## src/rtl/fe_pkg.sv

```systemverilog
package fe_pkg;
    localparam int NCLS  = 3;
    localparam int BUS_W = 5;
    localparam int USG_W = 7;

    typedef enum logic [1:0] {
        CLS_MEM = 2'd0,
        CLS_BUS = 2'd1,
        CLS_USG = 2'd2
    } fcls_t;

    typedef enum logic [1:0] {
        ST_QUIET = 2'd0,
        ST_HARD  = 2'd1,
        ST_TAKE  = 2'd2
    } fst_t;

    localparam logic [2:0] SEL_EN   = 3'd0;
    localparam logic [2:0] SEL_BUS  = 3'd1;
    localparam logic [2:0] SEL_MEM  = 3'd2;
    localparam logic [2:0] SEL_USG  = 3'd3;
    localparam logic [2:0] SEL_HARD = 3'd4;
endpackage

```

## src/rtl/fe_sticky.sv

```systemverilog
module fe_sticky #(
    parameter int W = 4
) (
    input  logic         clk,
    input  logic         rst_n,
    input  logic         clr_en,
    input  logic [W-1:0] clr_mask,
    input  logic [W-1:0] set_mask,
    output logic [W-1:0] q
);
    logic [W-1:0] clr_eff;
    assign clr_eff = clr_en ? clr_mask : '0;

    always_ff @(posedge clk or negedge rst_n) begin
        if (!rst_n) q <= '0;
        else        q <= (q & ~clr_eff) | set_mask;
    end
endmodule

```

## src/rtl/fe_usage_decode.sv

```systemverilog
module fe_usage_decode #(
    parameter int USG_W = 7
) (
    input  logic             vld,
    input  logic [2:0]       cause,
    input  logic             div0_trap,
    input  logic             unal_trap,
    output logic [USG_W-1:0] set_mask,
    output logic             hit
);
    always_comb begin
        set_mask = '0;
        if (vld) begin
            unique case (cause)
                3'd5:    set_mask[5] = div0_trap;
                3'd6:    set_mask[6] = unal_trap;
                3'd7:    set_mask = '0;
                default: set_mask[cause] = 1'b1;
            endcase
        end
    end
    assign hit = |set_mask;
endmodule

```

## src/rtl/fe_judge.sv

```systemverilog
module fe_judge #(
    parameter int PRI_W = 4
) (
    input  logic             hit,
    input  logic             en,
    input  logic             pend,
    input  logic [PRI_W-1:0] pri,
    input  logic             run_vld,
    input  logic [PRI_W-1:0] cur_pri,
    input  logic             arr_vld,
    input  logic [PRI_W-1:0] arr_pri,
    output logic             esc,
    output logic             pend_set,
    output logic             ready
);
    logic run_blocks;
    logic arr_blocks;

    assign run_blocks = run_vld && (pri >= cur_pri);
    assign arr_blocks = arr_vld && (arr_pri < pri);

    assign esc      = hit && (!en || run_blocks);
    assign pend_set = hit && en && !run_blocks;
    assign ready    = pend && en && !run_blocks && !arr_blocks;
endmodule

```

## src/rtl/fault_escalator.sv

```systemverilog
module fault_escalator
    import fe_pkg::*;
#(
    parameter int PRI_W = 4
) (
    input  logic             clk,
    input  logic             rst_n,
    input  logic             bus_vld,
    input  logic [1:0]       bus_cause,
    input  logic             vec_err,
    input  logic             mem_vld,
    input  logic             usg_vld,
    input  logic [2:0]       usg_cause,
    input  logic             div0_trap,
    input  logic             unal_trap,
    input  logic [PRI_W-1:0] mem_pri,
    input  logic [PRI_W-1:0] bus_pri,
    input  logic [PRI_W-1:0] usg_pri,
    input  logic             run_vld,
    input  logic [PRI_W-1:0] cur_pri,
    input  logic             arr_vld,
    input  logic [PRI_W-1:0] arr_pri,
    input  logic             wr_en,
    input  logic [2:0]       wr_sel,
    input  logic [7:0]       wr_data,
    output logic             hf_req,
    output logic             fault_req,
    output logic [1:0]       fault_type,
    output logic [2:0]       flt_en,
    output logic [4:0]       bus_stat,
    output logic             mem_stat,
    output logic [6:0]       usg_stat,
    output logic [1:0]       hf_stat
);
    logic [USG_W-1:0]   usg_set;
    logic               usg_hit;
    logic [NCLS-1:0]    hit;
    logic [NCLS-1:0]    esc;
    logic [NCLS-1:0]    pend_set;
    logic [NCLS-1:0]    ready;
    logic [NCLS-1:0]    pend_q;
    logic [NCLS-1:0]    en_q;
    logic [NCLS-1:0]    take_clr;
    logic [PRI_W-1:0]   pri_arr [NCLS];
    logic               esc_any;
    logic               take_vld;
    fcls_t              take_cls;
    fcls_t              type_q;
    fst_t               state_q;
    fst_t               state_d;
    logic [BUS_W-1:0]   bus_set;
    logic [BUS_W-1:0]   bus_cause_hot;

    fe_usage_decode #(.USG_W(USG_W)) u_usg_dec (
        .vld       (usg_vld),
        .cause     (usg_cause),
        .div0_trap (div0_trap),
        .unal_trap (unal_trap),
        .set_mask  (usg_set),
        .hit       (usg_hit)
    );

    assign hit[CLS_MEM] = mem_vld;
    assign hit[CLS_BUS] = bus_vld;
    assign hit[CLS_USG] = usg_hit;
    assign pri_arr[CLS_MEM] = mem_pri;
    assign pri_arr[CLS_BUS] = bus_pri;
    assign pri_arr[CLS_USG] = usg_pri;

    for (genvar g = 0; g < NCLS; g++) begin : g_judge
        fe_judge #(.PRI_W(PRI_W)) u_judge (
            .hit      (hit[g]),
            .en       (en_q[g]),
            .pend     (pend_q[g]),
            .pri      (pri_arr[g]),
            .run_vld  (run_vld),
            .cur_pri  (cur_pri),
            .arr_vld  (arr_vld),
            .arr_pri  (arr_pri),
            .esc      (esc[g]),
            .pend_set (pend_set[g]),
            .ready    (ready[g])
        );
    end

    assign esc_any = (|esc) || vec_err;

    // fixed take order: lowest class code wins
    always_comb begin
        take_vld = 1'b0;
        take_cls = CLS_MEM;
        for (int i = NCLS - 1; i >= 0; i--) begin
            if (ready[i]) begin
                take_vld = 1'b1;
                take_cls = fcls_t'(2'(i));
            end
        end
    end

    // next-state selection
    always_comb begin
        if (esc_any)       state_d = ST_HARD;
        else if (take_vld) state_d = ST_TAKE;
        else               state_d = ST_QUIET;
    end

    always_comb begin
        take_clr = '0;
        if (state_d == ST_TAKE) take_clr[take_cls] = 1'b1;
    end

    // state register
    always_ff @(posedge clk or negedge rst_n) begin
        if (!rst_n) begin
            state_q <= ST_QUIET;
            type_q  <= CLS_MEM;
        end else begin
            state_q <= state_d;
            if (state_d == ST_TAKE) type_q <= take_cls;
        end
    end

    // outputs
    always_comb begin
        hf_req     = 1'b0;
        fault_req  = 1'b0;
        fault_type = 2'd0;
        unique case (state_q)
            ST_QUIET: ;
            ST_HARD:  hf_req = 1'b1;
            ST_TAKE: begin
                fault_req  = 1'b1;
                fault_type = type_q;
            end
            default: ;
        endcase
    end

    always_ff @(posedge clk or negedge rst_n) begin
        if (!rst_n) pend_q <= '0;
        else        pend_q <= (pend_q & ~take_clr) | pend_set;
    end

    always_ff @(posedge clk or negedge rst_n) begin
        if (!rst_n)                          en_q <= '0;
        else if (wr_en && wr_sel == SEL_EN)  en_q <= wr_data[NCLS-1:0];
    end
    assign flt_en = en_q;

    assign bus_cause_hot = bus_vld ? (BUS_W'(1) << bus_cause) : '0;
    assign bus_set       = bus_cause_hot | {vec_err, {(BUS_W-1){1'b0}}};

    fe_sticky #(.W(BUS_W)) u_bus_stat (
        .clk (clk), .rst_n (rst_n),
        .clr_en   (wr_en && wr_sel == SEL_BUS),
        .clr_mask (wr_data[BUS_W-1:0]),
        .set_mask (bus_set),
        .q        (bus_stat)
    );

    fe_sticky #(.W(1)) u_mem_stat (
        .clk (clk), .rst_n (rst_n),
        .clr_en   (wr_en && wr_sel == SEL_MEM),
        .clr_mask (wr_data[0]),
        .set_mask (mem_vld),
        .q        (mem_stat)
    );

    fe_sticky #(.W(USG_W)) u_usg_stat (
        .clk (clk), .rst_n (rst_n),
        .clr_en   (wr_en && wr_sel == SEL_USG),
        .clr_mask (wr_data[USG_W-1:0]),
        .set_mask (usg_set),
        .q        (usg_stat)
    );

    fe_sticky #(.W(2)) u_hf_stat (
        .clk (clk), .rst_n (rst_n),
        .clr_en   (wr_en && wr_sel == SEL_HARD),
        .clr_mask (wr_data[1:0]),
        .set_mask ({|esc, vec_err}),
        .q        (hf_stat)
    );

    a_r10_single_request: assert property (@(posedge clk) disable iff (!rst_n)
        !(hf_req && fault_req));

    a_r6_vector_hard: assert property (@(posedge clk) disable iff (!rst_n)
        vec_err |=> (hf_req && hf_stat[0] && bus_stat[4]));

    a_r2_disabled_mem: assert property (@(posedge clk) disable iff (!rst_n)
        (mem_vld && !flt_en[0]) |=> (hf_req && hf_stat[1]));

    a_r3_running_blocks_bus: assert property (@(posedge clk) disable iff (!rst_n)
        (bus_vld && run_vld && bus_pri >= cur_pri) |=> (hf_req && hf_stat[1]));

    a_r9_usage_w1c: assert property (@(posedge clk) disable iff (!rst_n)
        (wr_en && wr_sel == SEL_USG && !usg_vld)
        |=> (usg_stat == ($past(usg_stat) & ~$past(wr_data[6:0]))));

    a_r8_div0_untrapped: assert property (@(posedge clk) disable iff (!rst_n)
        (usg_vld && usg_cause == 3'd5 && !div0_trap && !wr_en) |=> $stable(usg_stat));
endmodule

```

## config.mk

```make
export PLATFORM = sky130hd
export DESIGN_NAME = fault_escalator
export DESIGN_NICKNAME = d
export VERILOG_FILES = /design/src/rtl/fe_pkg.sv /design/src/rtl/fe_sticky.sv /design/src/rtl/fe_usage_decode.sv /design/src/rtl/fe_judge.sv /design/src/rtl/fault_escalator.sv
export SDC_FILE = /design/constraint.sdc
export NUM_CORES = 1
export LEC_CHECK = 0
export ABC_AREA = 1
export BUFFER_PORTS_ARGS = -buffer_cell sky130_fd_sc_hd__buf_2
export CAP_MARGIN = 20
export CORE_ASPECT_RATIO = 1.75
export CORE_MARGIN = 2
export CORE_UTILIZATION = 30
export CTS_CLUSTER_DIAMETER = 80
export DETAILED_ROUTE_END_ITERATION = 16
export SLEW_MARGIN = 10
export SYNTH_ARGS = -nofsm -noshare
export SYNTH_HDL_FRONTEND = slang
export SYNTH_SLANG_ARGS = --single-unit
```

## constraint.sdc

```tcl
create_clock -name clk -period 2.4 [get_ports clk]
set_input_delay 0.48 -clock clk [delete_from_list [all_inputs] [get_ports clk]]
set_output_delay 0.48 -clock clk [all_outputs]
set_load 0.01 [all_outputs]
```

# Yosys cells after proc, flatten, opt, wreduce, memory -nomap -nowiden
# Cells that the tools add are included.
[word_totals] word_cells=120 out_inout_bits=22 reg_bits=25
[classes] order_cmp=10 bitwise=16 n_shift=1 eq_ne=10 mux=25 reduce_logical=50
[ops] operator="$logic_and A1 B1 Y1" count=31
[ops] operator="$mux W5" count=3
[ops] operator="$mux W2" count=7
[ops] operator="$mux W7" count=2
[ops] operator="$eq A3 B3 Y1 const B" count=4
[ops] operator="$ge A4 B4 Y1" count=3
[ops] operator="$lt A4 B4 Y1" count=3
[ops] operator="$or A5 B5 Y5" count=2
[ops] operator="$logic_not A1 Y1" count=9
[ops] operator="$mux W1" count=8
[ops] operator="$and A7 B7 Y7" count=1
[ops] operator="$not A7 Y7" count=1
[ops] operator="$or A7 B7 Y7" count=1
[ops] operator="$reduce_or A7 Y1" count=1
[ops] operator="$eq A3 B2 Y1 const B" count=2
[ops] operator="$reduce_or A3 Y1" count=2
[ops] operator="$and A5 B5 Y5" count=1
[ops] operator="$not A5 Y5" count=1
[ops] operator="$shl A1 B2 Y5 const A" count=1
[ops] operator="$eq A2 B2 Y1 const B" count=2
[ops] operator="$logic_or A1 B1 Y1" count=4
[ops] operator="$lt A3 B4 Y1 const B" count=1
[ops] operator="$pmux W1 S2" count=2
[ops] operator="$reduce_or A2 Y1" count=2
[ops] operator="other kinds (18)" count=18

# Logic depth before layout (Yosys ltp)
# Gate-level depths: netlist of the first run.
[depth] depth_word=16 ltp_mapped=15 depth_no_buf=15

# Cells and area by module
# Synthesis of the first run repeated with hierarchy kept, for this count alone.
[unflattened] hier_cells=291 hier_area_um2=1894.3
[by_module_without_submodules] module="fe_judge" area_each_um2=222.7 n_inst=3 cells_per_inst=40
[by_module_without_submodules] module="fault_escalator" area_each_um2=528.0 n_inst=1 cells_per_inst=74
[by_module_without_submodules] module="fe_sticky (u_usg_stat)" area_each_um2=280.3 n_inst=1 cells_per_inst=35
[by_module_without_submodules] module="fe_sticky (u_bus_stat)" area_each_um2=200.2 n_inst=1 cells_per_inst=25
[by_module_without_submodules] module="fe_usage_decode" area_each_um2=97.6 n_inst=1 cells_per_inst=22
[by_module_without_submodules] module="fe_sticky (u_hf_stat)" area_each_um2=80.1 n_inst=1 cells_per_inst=10
[by_module_without_submodules] module="fe_sticky (u_mem_stat)" area_each_um2=40.0 n_inst=1 cells_per_inst=5

# Least setup slack after synthesis of the first run
# Ideal clock, no wire load.
[synth_path] path_type="input -> register" from="input cur_pri[3]" to="register type_q[1]" setup_ns=0.117 path_stages=14 arrival_time_ns=1.611 slack_ns=0.673 required_time_ns=2.283 n_path_buf=0 cell_sequence="inv_1 -> ha_1 -> nand2_1 -> inv_1 -> nand3_1 -> nand3_1 -> nand2_1 -> nand2_1 -> nand2_1 -> nand2_2 -> nor2_4 -> nand3_2 -> nand2_1 -> nand2_1"
[synth_between] elab_chain_cells=11 elab_cells_between_ends=32 cone_classes="order compare: 3; eq/ne: 1; mux: 8; reduce/logical: 20"
[synth_lines] item="start: declaration" line_no="fault_escalator.sv:20" text="input logic [PRI_W-1:0] cur_pri,"
[synth_lines] item="$ge A4 B4 Y1" line_no="fe_judge.sv:19" text="assign run_blocks = run_vld && (pri >= cur_pri);"
[synth_lines] item="$logic_and A1 B1 Y1" line_no="fe_judge.sv:19"
[synth_lines] item="$logic_not A1 Y1" line_no="fe_judge.sv:24" text="assign ready = pend && en && !run_blocks && !arr_blocks;"
[synth_lines] item="$logic_and A1 B1 Y1 (2 in a row)" line_no="fe_judge.sv:24"
[synth_lines] item="$mux W1 (3 in a row)" line_no="fault_escalator.sv:93" text="if (ready[i]) begin"
[synth_lines] item="$mux W2" line_no="fault_escalator.sv:103" text="else if (take_vld) state_d = ST_TAKE;"
[synth_lines] item="$mux W2" line_no="fault_escalator.sv:102" text="if (esc_any) state_d = ST_HARD;"
[synth_lines] item="$eq A2 B2 Y1" line_no="fault_escalator.sv:119" text="if (state_d == ST_TAKE) type_q <= take_cls;"
[synth_lines] item="end signal: assignment" line_no="fault_escalator.sv:119"
[synth_lines] item="end: declaration" line_no="fault_escalator.sv:48" text="fcls_t type_q;"
# Parallel ways exist; a longest one is shown, timed or not.
# A chain may end at the register's enable or synchronous reset.

# Worst setup path after layout of the first run
# Ends and elaborated chain as after synthesis.

==> results of run 1 <==
-- layout make-up --
type                            count  area, um2
Tap cell                           78       97.6
Fill cell                         640       3560
Clock inverter                      1       7.51
Clock buffer                        3       41.3
Sequential cell                    25        626
Multi-Input combinational cell    165        932
Inverter                           50        188
Timing Repair Buffer               67        335
-- flip-flops by register name, indices dropped and copies added, names as in the netlist --
signal / count
u_usg_stat.q: 7
u_bus_stat.q: 5
flt_en: 3
pend_q: 3
state_q: 2
type_q: 2
u_hf_stat.q: 2
u_mem_stat.q: 1
-- cell usage after synthesis --
master	number	share of area, %
inv_1	47	10
nand2_1	71	15
nor2_4	1	0.64
and3_1	2	0.71
nand3b_1	2	0.85
o21ai_0	21	5.9
or2_2	1	0.35
nand3_1	17	4.8
nor2_1	9	1.9
nand4_1	3	1.1
nand3_2	4	2.3
o21bai_1	1	0.42
ha_1	21	15
a21oi_1	7	2.0
dfrtp_1	25	35
buf_4	3	1.3
nor2_2	2	0.71
inv_2	3	0.64
nand2_2	2	0.71
a21boi_0	1	0.42
-- report_power, final --
part           total (mW)  leakage (nW)  internal, mW  switching [mW]
Clock               0.253        0.0217         0.118           0.136
Combinational       0.376         0.996         0.156           0.220
Sequential          0.551         0.272         0.502          0.0489
-- layer usage --
metal / track usage [%] / part of all wire (%)
met1: 14.3 / 37
met2: 27.4 / 55
met3: 1.60 / 4.9
met4: 5.78 / 2.8
met5: 0 / 0
-- per-stage QoR --
step                cell area, um2  hold WS (ns)  setup WS, ns  util [%]
global placement              2180         0.454         0.347      37.6
CTS                           2230         0.202         0.608      38.5
global route                  2230         0.220         0.450      38.5
floorplan                     1770         0.184         0.673         -
finish                        2230         0.186         0.649      38.5
detailed placement            2180         0.459         0.317      37.6
-- path summary, 6_finish.rpt --
path | endpoint | cells past startpoint | slack (ns)
max in group asynchronous | pend_q[0] | 1 | 1.83
hold reg to reg | pend_q[2] | 2 | 0.47
setup / recovery | type_q[1] | 15 | 0.65
min in group clk | u_bus_stat.q[2] | 2 | 0.42
hold / removal | u_usg_stat.q[3] | 1 | 0.19
setup reg to reg | pend_q[2] | 7 | 1.24
-- kinds of logic after synthesis --
group / after synthesis / share of synthesized area (%)
DFF: 25 / 35.4
AOI/OAI and AO/OA: 30 / 8.78
buffers and inverters: 53 / 11.9
adders and majority gates: 21 / 14.9
and+or+nand+nor: 114 / 29.1
==> out/metrics.csv, run 1 <==
metric,value,unit
status,finished clean,
syn-num-nets,311,
worstSetupStartpointType,input pin,
final_common_cell,nand2_1,
critical_path_buf_inv_count,3,
grt_max_degree,26,
htree_levels,1,
postRouteWirelength,4.37,mm
gp_congestion,0.819,
power_density,530,nW/um2
irDropWorstVdd,387,uV
vias_per_cell,4.42,
io_buffers,67,
fmax,0.571,GHz
max_cap_violations,0,
post-dp-hpwl,3.82,mm
wire_per_inst,11.2,um
area_delta_synth_final,26.0,%
crit_chain,buf_2 -> inv_1 -> ha_1 -> nand2_1 -> inv_2 -> nand2_1 -> nand3_1 -> nand2_1 -> nand2_1 -> nand2_2 -> nand2_2 -> nor2_4 -> nand3_2 -> nand2_1 -> nand2_1,
ctsRootBufferMaster,clkbuf_8,
path_clk_slew,0.09,ns
cts_buffer_depth,2,
yosysSeqAreaShare,35.4,%
p_total,1.18,mW
critical_path.top_delay_family,simple AND/OR/NAND/NOR gates,
finalCritPeriodShare,72.9,%
cts_resized,0,
syn_inst,243,
drtPass1Iterations,4,
worst_pin_slew,0.563,ns
post_cts_buffers,0,
crit_top_cell,nand2_1,
min-delay-path-class,input pin to asynchronous set/reset pin,
die_area,6550,um2
final-setup-viol-count,0,
nNetsFinal,380,
drc,0,
clock_sinks,25,
die_w,62.0,um
hold_viol,0,
critPathLaunch,cur_pri[3],
n_antenna_cell,0,
vias,1721,
die_height,106,um
core,5790,um2
overflow,0,
final_cell_count_no_fill,389,
grt_pass1_wl,7.11,mm
fin_tns_setup,0,ns
fin_worst_skew,0.00427,ns
cts_tree,built,
cp.arrival,1.92,ns
crit_required,2.57,ns
cp_slowest_cell,ha_1,
fin_crit,1.75,ns
hold_buffers,0,
crit_fanout,6,
clk_latency,0.27,ns
grt_antenna_before_repair,0,
grt_usage,14.3,%
crit_path_end_kind,register,
final_layout_size_suffix_gt1_share,27.0,%
ios,69,
start_util,30.6,%
slowest_delay,0.27,ns
grt_pass1_vias,1719,
rows,37,
synth-seq-cells,25,
max_slew_margin,62.5,%
p_leak,1.29,nW
cts_buffers,3,
drtIter0Drc,37,
antenna_left,0,
netlist_area,1770,um2
synth.avg_cell_area,7.28,um2
finalMaxSlewViolations,0,
ys_types,20,
rsz0062_at_grt,false,
reg2reg_from,flt_en[2],
critPathKind,input pin to register,
synth_warnings,0,
final_cell_mix,"nand2_1 (71), buf_2 (67), inv_1 (47), dfrtp_1 (25)",
place_inst,385,
Power figures use the tool's default switching activity.
==> run 2: changes to the inputs <==
==> constraint.sdc (replaced) <==
create_clock -name clk -period 1.55 [get_ports clk]
set_input_delay 0.31 -clock clk [delete_from_list [all_inputs] [get_ports clk]]
set_output_delay 0.31 -clock clk [all_outputs]
set_load 0.01 [all_outputs]
==> run 2 against run 1 <==
Clock skew is 0.0017 ns lower; highest routed layer unchanged; worst hold slack worse by 0.17 ns; power is 68% higher; sequential cell count stayed put; first-iteration DRC count is 49% lower.
==> out/metrics.csv, run 2 (synthesis results as in run 1) <==
metric,value,unit,change
wl_met2,2.77,mm,+15%
die_w,62.0,um,unchanged
cts_buffer_depth,2,,unchanged
postRouteWirelength,4.82,mm,+10%
crit_top_cell,nand2_2,,
clock_sinks,25,,unchanged
final-setup-viol-count,0,,unchanged
power_frac_comb,36.6,%,+4.7 points
finalMaxSlewViolations,0,,unchanged
final_layout_size_suffix_gt1_share,44.6,%,+18 points
cp.arrival,1.62,ns,-0.30 ns
ios,69,,unchanged
vias,1800,,+4.6%
largest-register,u_usg_stat.q,,
worst_pin_slew,0.576,ns,+0.0139 ns
grt_antenna_before_repair,0,,unchanged
ctsRootBufferMaster,clkbuf_8,,
critical_path.top_delay_family,simple AND/OR/NAND/NOR gates,,
r2r_end,pend_q[2],,
final_cell_mix,"buf_2 (61), nand2_1 (57), inv_1 (39), dfrtp_1 (25), o21ai_0 (21)",,
fill_cells,606,,-5.3%
cp_slowest_cell,ha_4,,
drc,0,,unchanged
top_layer_used,met4,,
min-delay-path-class,input pin to asynchronous set/reset pin,,
area_delta_synth_final,48.1,%,
cts_buffers,3,,unchanged
register_area,626,um2,unchanged
hold_viol,0,,unchanged
crit_chain,buf_6 -> inv_6 -> ha_4 -> nand2_2 -> inv_2 -> nand2_2 -> nand3_2 -> nand2_2 -> nand2_2 -> nand2_2 -> nand2_2 -> nor2_4 -> nand3_2 -> nand2_1 -> nand2_1,,
max_slew_margin,61.6,%,-0.92 points
multi_input_area,1160,um2,+25%
r2r_slack,0.38,ns,-0.86 ns
fin_crit,1.45,ns,
place_inst,398,,+3.4%
fin_ws,0.0994,ns,-0.550 ns
die_area,6550,um2,unchanged
gp_congestion,0.773,,-5.6%
cts_tree,built,,
critPathKind,input pin to register,,
final_cell_count_no_fill,403,,+3.6%
p_sw,0.697,mW,+72%
worstSetupStartpointType,input pin,,
grt_pass1_wl,7.74,mm,+8.8%
critical_path_buf_inv_count,3,,unchanged
nNetsFinal,394,,+3.7%
core,5790,um2,unchanged
wl_met3,199,um,-7.4%
path_clk_slew,0.09,ns,about the same
drtPass1Iterations,4,,unchanged
reg2regPathDepth,7,,unchanged
clk_latency,0.27,ns,about the same
swShare,35.1,%,+0.88 points
finalCritPeriodShare,93.6,%,
rows,37,,unchanged
crit_path_end_kind,register,,
pwr-share-clk,20.5,%,-1.0 points
intPower,1.29,mW,+66%
wire_per_inst,12.0,um,+6.3%
p_total,1.98,mW,+68%
irDropWorstVdd,657,uV,+70%
fin_worst_skew,0.00259,ns,-0.00168 ns
crit_required,1.72,ns,-0.85 ns
reg2reg_from,flt_en[0],,
largest_reg_flops,7,,unchanged
antenna_left,0,,unchanged
max_cap_violations,0,,unchanged
post-dp-hpwl,4.00,mm,+4.6%
pre_cts_slack,-0.310,ns,-0.626 ns
io_buffers,67,,unchanged
p_seq_share,42.9,%,-3.8 points
p_leak,1.38,nW,+7.1%
grt_usage,15.5,%,+1.2 points
fmax,0.689,GHz,
n_antenna_cell,0,,unchanged
final_common_cell,buf_2,,
rsz0062_at_grt,true,,
overflow,0,,unchanged
grt_pass1_vias,1847,,+7.4%
slowest_delay,0.20,ns,-0.07 ns
grt_max_degree,26,,unchanged
met1_length,1.76,mm,+7.1%
fin_tns_setup,0,ns,unchanged
crit_fanout,6,,unchanged
die_height,106,um,unchanged
power_density,758,nW/um2,+43%
drtIter0Drc,19,,-49%
htree_levels,1,,unchanged
vias_per_cell,4.47,,+0.96%
reg.largest.list,"u_usg_stat.q x7, u_bus_stat.q x5",,
start_util,30.6,%,unchanged
status,finished clean,,
## run 2: cell count changes in the layout (fill, tap and decap cells not counted), moves of 4 or more
cell and delta:
buf_4 +17, ha_1 -12, ha_4 +11, nand2_2 +14
inv_2 +4, nand3_1 -7, nand2_1 -14, inv_1 -8
buf_2 -6, a21oi_2 +4, nand3_2 +7, a21oi_1 -4
## run 2: worst max-delay path by stage
stage | from | endpoint | slack [ns] | cells past startpoint
floorplan | cur_pri[1] | type_q[1] | 0.00007 | 14
global placement | cur_pri[1] | type_q[1] | -0.28 | 15
detailed placement | cur_pri[1] | type_q[1] | -0.31 | 15
CTS | cur_pri[1] | type_q[1] | 0.0004 | 15
global route | cur_pri[3] | type_q[1] | -0.02 | 15
finish | cur_pri[2] | type_q[1] | 0.1 | 15
## run 2: timing repair
item | CTS | global route
resized for setup | 0 | 52
endpoints found under the setup margin | 2 | 8
setup buffers | 0 | 1
pin swaps | 1 | 33
hold buffers | 0 | 0
## run 2: metrics by stage
stage               utilization [%]  hold WS, ns  instance area [um2]
floorplan                         -       0.0144                 1840
global placement               40.6        0.331                 2350
detailed placement             40.6        0.343                 2350
CTS                            41.5       0.0385                 2400
global route                   45.3       0.0640                 2620
finish                         45.3       0.0197                 2620
## run 2: cell type report
type	instances	area share (%)
sequential	25	23.9
tap	78	3.73
inverter	50	8.03
timing repair buffer	81	18.1
clock inverter	1	0.287
clock buffer	3	1.58
multi-input combinational	165	44.4
## run 2: power groups by stage
stage / Sequential (mW) / Clock (mW) / Combinational [mW]
floorplan: 0.876 / 0 / 0.365
global placement: 0.861 / 0 / 0.630
detailed placement: 0.864 / 0 / 0.645
CTS: 0.852 / 0.417 / 0.648
global route: 0.871 / 0.441 / 0.830
finish: 0.851 / 0.407 / 0.727
## run 2: metal layers
layer  vias up  GRT usage, %
met1       807          15.6
met3         8          2.21
met4         0          5.02
li1        928             -
met2        57          29.8
met5         -             0
## run 2: worst register-to-register path, stage by stage (launching register included)
cell,delay [ns]
dfrtp_1,0.43
nand2_1,0.07
nand3b_1,0.16
nand2_1,0.08
nor2_2,0.11
nand3_2,0.10
nand2_1,0.08
nand2_1,0.04
==> run 3: changes to the inputs <==
--- a/config.mk
+++ b/config.mk
@@ -5,13 +5,12 @@
 export SDC_FILE = /design/constraint.sdc
 export NUM_CORES = 1
 export LEC_CHECK = 0
-export ABC_AREA = 1
 export BUFFER_PORTS_ARGS = -buffer_cell sky130_fd_sc_hd__buf_2
 export CAP_MARGIN = 20
 export CORE_ASPECT_RATIO = 1.75
-export CORE_MARGIN = 2
 export CORE_UTILIZATION = 30
 export CTS_CLUSTER_DIAMETER = 80
+export CTS_CLUSTER_SIZE = 28
 export DETAILED_ROUTE_END_ITERATION = 16
 export SLEW_MARGIN = 10
 export SYNTH_ARGS = -nofsm -noshare
==> run 3 against run 2 <==
The run now ends with negative setup slack left; synthesized cell count fell by 26%; sequential cell count did not move; maximum frequency fell by 24%; combinational power rose by 17%; first-iteration DRC count rose by 150%; register-to-register slack got worse by 0.52 ns; non-clock buffer count rose by 13; sequential share of layout area barely moved; sequential power rose by 2.6%; power rose by 6.4%.
==> out/metrics.csv, run 3 <==
metric,value,unit,change
status,"finished, violations left",,
violations,negative setup slack,,
dpl_cell_area,2340,um2,-0.64%
swShare,33.1,%,-2.0 points
overflow,0,,unchanged
path_clk_slew,0.09,ns,about the same
area_delta_synth_final,54.1,%,
crit_path_end_kind,register,,
max_cap_violations,0,,unchanged
muxShareOfSynthArea,1.98,%,+2.0 points
final_common_cell,buf_2,,
ys_top_cells_by_area,"dfrtp_1 (37%), ha_1 (15%), nand2_1 (5.3%), inv_1 (4.8%), a32o_1 (3.5%)",,
cts_buffer_depth,2,,unchanged
core,5500,um2,-5.0%
crit_fanout,3,,-3
largest-register,u_usg_stat.q,,
postRouteWirelength,4.87,mm,+1.2%
synth_ff_type,dfrtp_1,,
grt_usage,16.8,%,+1.3 points
drtPass1Iterations,4,,unchanged
pwr-share-clk,18.3,%,-2.2 points
cts_tree,built,,
largest_reg_flops,7,,unchanged
die_area,5990,um2,-8.5%
ctsRootBufferMaster,clkbuf_8,,
synth-simple-area-share,17.8,%,-11 points
fin_tns_setup,-1.29,ns,-1.29 ns
synthAdderAreaFrac,15.4,%,+0.57 points
fmax,0.526,GHz,-24%
cp.arrival,2.06,ns,+0.44 ns
power_density,805,nW/um2,+6.2%
n_antenna_cell,0,,unchanged
synth-xor-area-share,0,%,unchanged
ios,69,,unchanged
yosysTopAreaCellShare,36.7,%,+1.4 points
final_area,2620,um2,+0.19%
min-delay-path-class,input pin to asynchronous set/reset pin,,
final_layout_size_suffix_gt1_share,46.4,%,+1.7 points
final_cell_mix,"buf_2 (60), dfrtp_1 (25), buf_4 (25), nand2_1 (24), inv_1 (17)",,
yosysMostFrequentCell,dfrtp_1,,
async_reset_ff_share,100,%,unchanged
power_frac_comb,40.4,%,+3.8 points
reg.largest.list,"u_usg_stat.q x7, u_bus_stat.q x5",,
irDropWorstVdd,340,uV,-48%
final-setup-viol-count,7,,+7
clock_sinks,25,,unchanged
grt_pass1_wl,7.50,mm,-3.1%
intPower,1.41,mW,+9.7%
p_leak,1.22,nW,-11%
synth-compound-area-share,21.7,%,+13 points
yosysTopAreaCell,dfrtp_1,,
p_total,2.11,mW,+6.4%
finalCritPeriodShare,123,%,+29 points
synth_top_family_by_area,compound AO/OA/AOI/OAI gates,,
post-dp-hpwl,3.97,mm,-0.63%
synth_warnings,0,,unchanged
yosysSeqAreaShare,36.7,%,+1.4 points
finalMaxSlewViolations,0,,unchanged
final_util,47.7,%,+2.5 points
fin_crit,1.90,ns,+0.451 ns
netlist_area,1700,um2,-3.7%
synth-seq-cells,25,,unchanged
gp_congestion,0.830,,+7.4%
cts_buffers,3,,unchanged
hold_buffers,0,,unchanged
antenna_left,0,,unchanged
clk_latency,0.27,ns,about the same
syn-num-nets,248,,-20%
drc,0,,unchanged
crit_required,1.71,ns,about the same
synth.avg_cell_area,9.46,um2,+30%
critPathKind,input pin to register,,
synthTopCellsByCount,"dfrtp_1 (25), nand2_1 (24), inv_1 (22), ha_1 (21), o21ai_0 (9)",,
vias,1731,,-3.8%
io_buffers,67,,unchanged
rows,36,,-2.7%
hold_ws,0.0199,ns,+0.000166 ns
fin_worst_skew,0.00343,ns,+0.000840 ns
worst_pin_slew,0.558,ns,-0.0184 ns
vias_per_cell,4.95,,+11%
grt_max_degree,26,,unchanged
nNetsFinal,343,,-13%
ys_types,36,,+80%
die_w,59.0,um,-5.0%
htree_levels,1,,unchanged
hold_viol,0,,unchanged
p_sw,0.699,mW,+0.29%
max_slew_margin,62.8,%,+1.2 points
rsz0062_at_grt,true,,
p_seq_share,41.3,%,-1.6 points
grt_antenna_before_repair,0,,unchanged
drtIter0Drc,47,,+28
wire_per_inst,13.9,um,+16%
grt_pass1_vias,1653,,-11%
place_inst,343,,-14%
worstSetupStartpointType,input pin,,
syn_inst,180,,-26%
synth_edf_count,0,,unchanged
final_cell_count_no_fill,350,,-13%
pre_cts_slack,-0.717,ns,-0.407 ns
die_height,102,um,-3.7%
start_util,31.0,%,+0.44 points
fin_ws,-0.351,ns,-0.451 ns
-- run 3: path summary, 6_finish.rpt --
path	end	slack [ns]	cells past startpoint	start
max	pend_q[1]	-0.35	8	cur_pri[0]
min	u_bus_stat.q[2]	0.02	1	rst_n
max reg2reg	pend_q[1]	-0.14	5	flt_en[1]
min reg2reg	u_usg_stat.q[5]	0.48	2	u_usg_stat.q[5]
max in group asynchronous	u_mem_stat.q	1.16	1	rst_n
min in group clk	u_usg_stat.q[5]	0.28	4	wr_data[5]
-- run 3: kinds of logic after synthesis --
family	after synthesis
adder cells (fa/ha/maj)	21
multiplexers	3
AO/OA/AOI/OAI	46
AND/OR/NAND/NOR	59
flip-flops	25
buffers and inverters	26
-- run 3: routing by layer --
layer  wire length, um  part of all wire (%)  GRT usage (%)  vias up
met1              1820                    37           18.0      836
met5                 0                     0              0        -
met2              2740                    56           31.6       50
met4               167                   3.4           8.97        0
li1                  -                     -              -      834
met3               153                   3.1           1.28       11
-- run 3: final cells by class --
type,instances,area [um2]
inverters,22,105
fillers,553,2870
clock buffers,4,45.0
multi-input cells,129,1150
well taps,76,95.1
flip-flops and latches,25,626
repair buffers,94,604
-- run 3: critical path, stage by stage --
cell and delay (ns):
buf_8 0.11, ha_4 0.22, or3b_4 0.38, o2111ai_4 0.08, a31o_4 0.20, o211ai_4 0.07, or4b_4 0.49, a22o_1 0.19
-- run 3: repair_timing --
action                                  CTS  global route
endpoints found under the hold margin     0             0
setup buffers                             3             1
endpoints found under the setup margin    7             7
gates cloned                              0             0
resized for setup                        29            19
pin swaps                                 8             8
-- run 3: power groups by stage --
stage               sequential, mW  combinational, mW  clock [mW]
floorplan                    0.885              0.384           0
detailed placement           0.880              0.724           0
CTS                          0.875              0.813       0.395
global placement             0.879              0.717           0
global route                 0.885              0.939       0.430
finish                       0.873              0.853       0.386
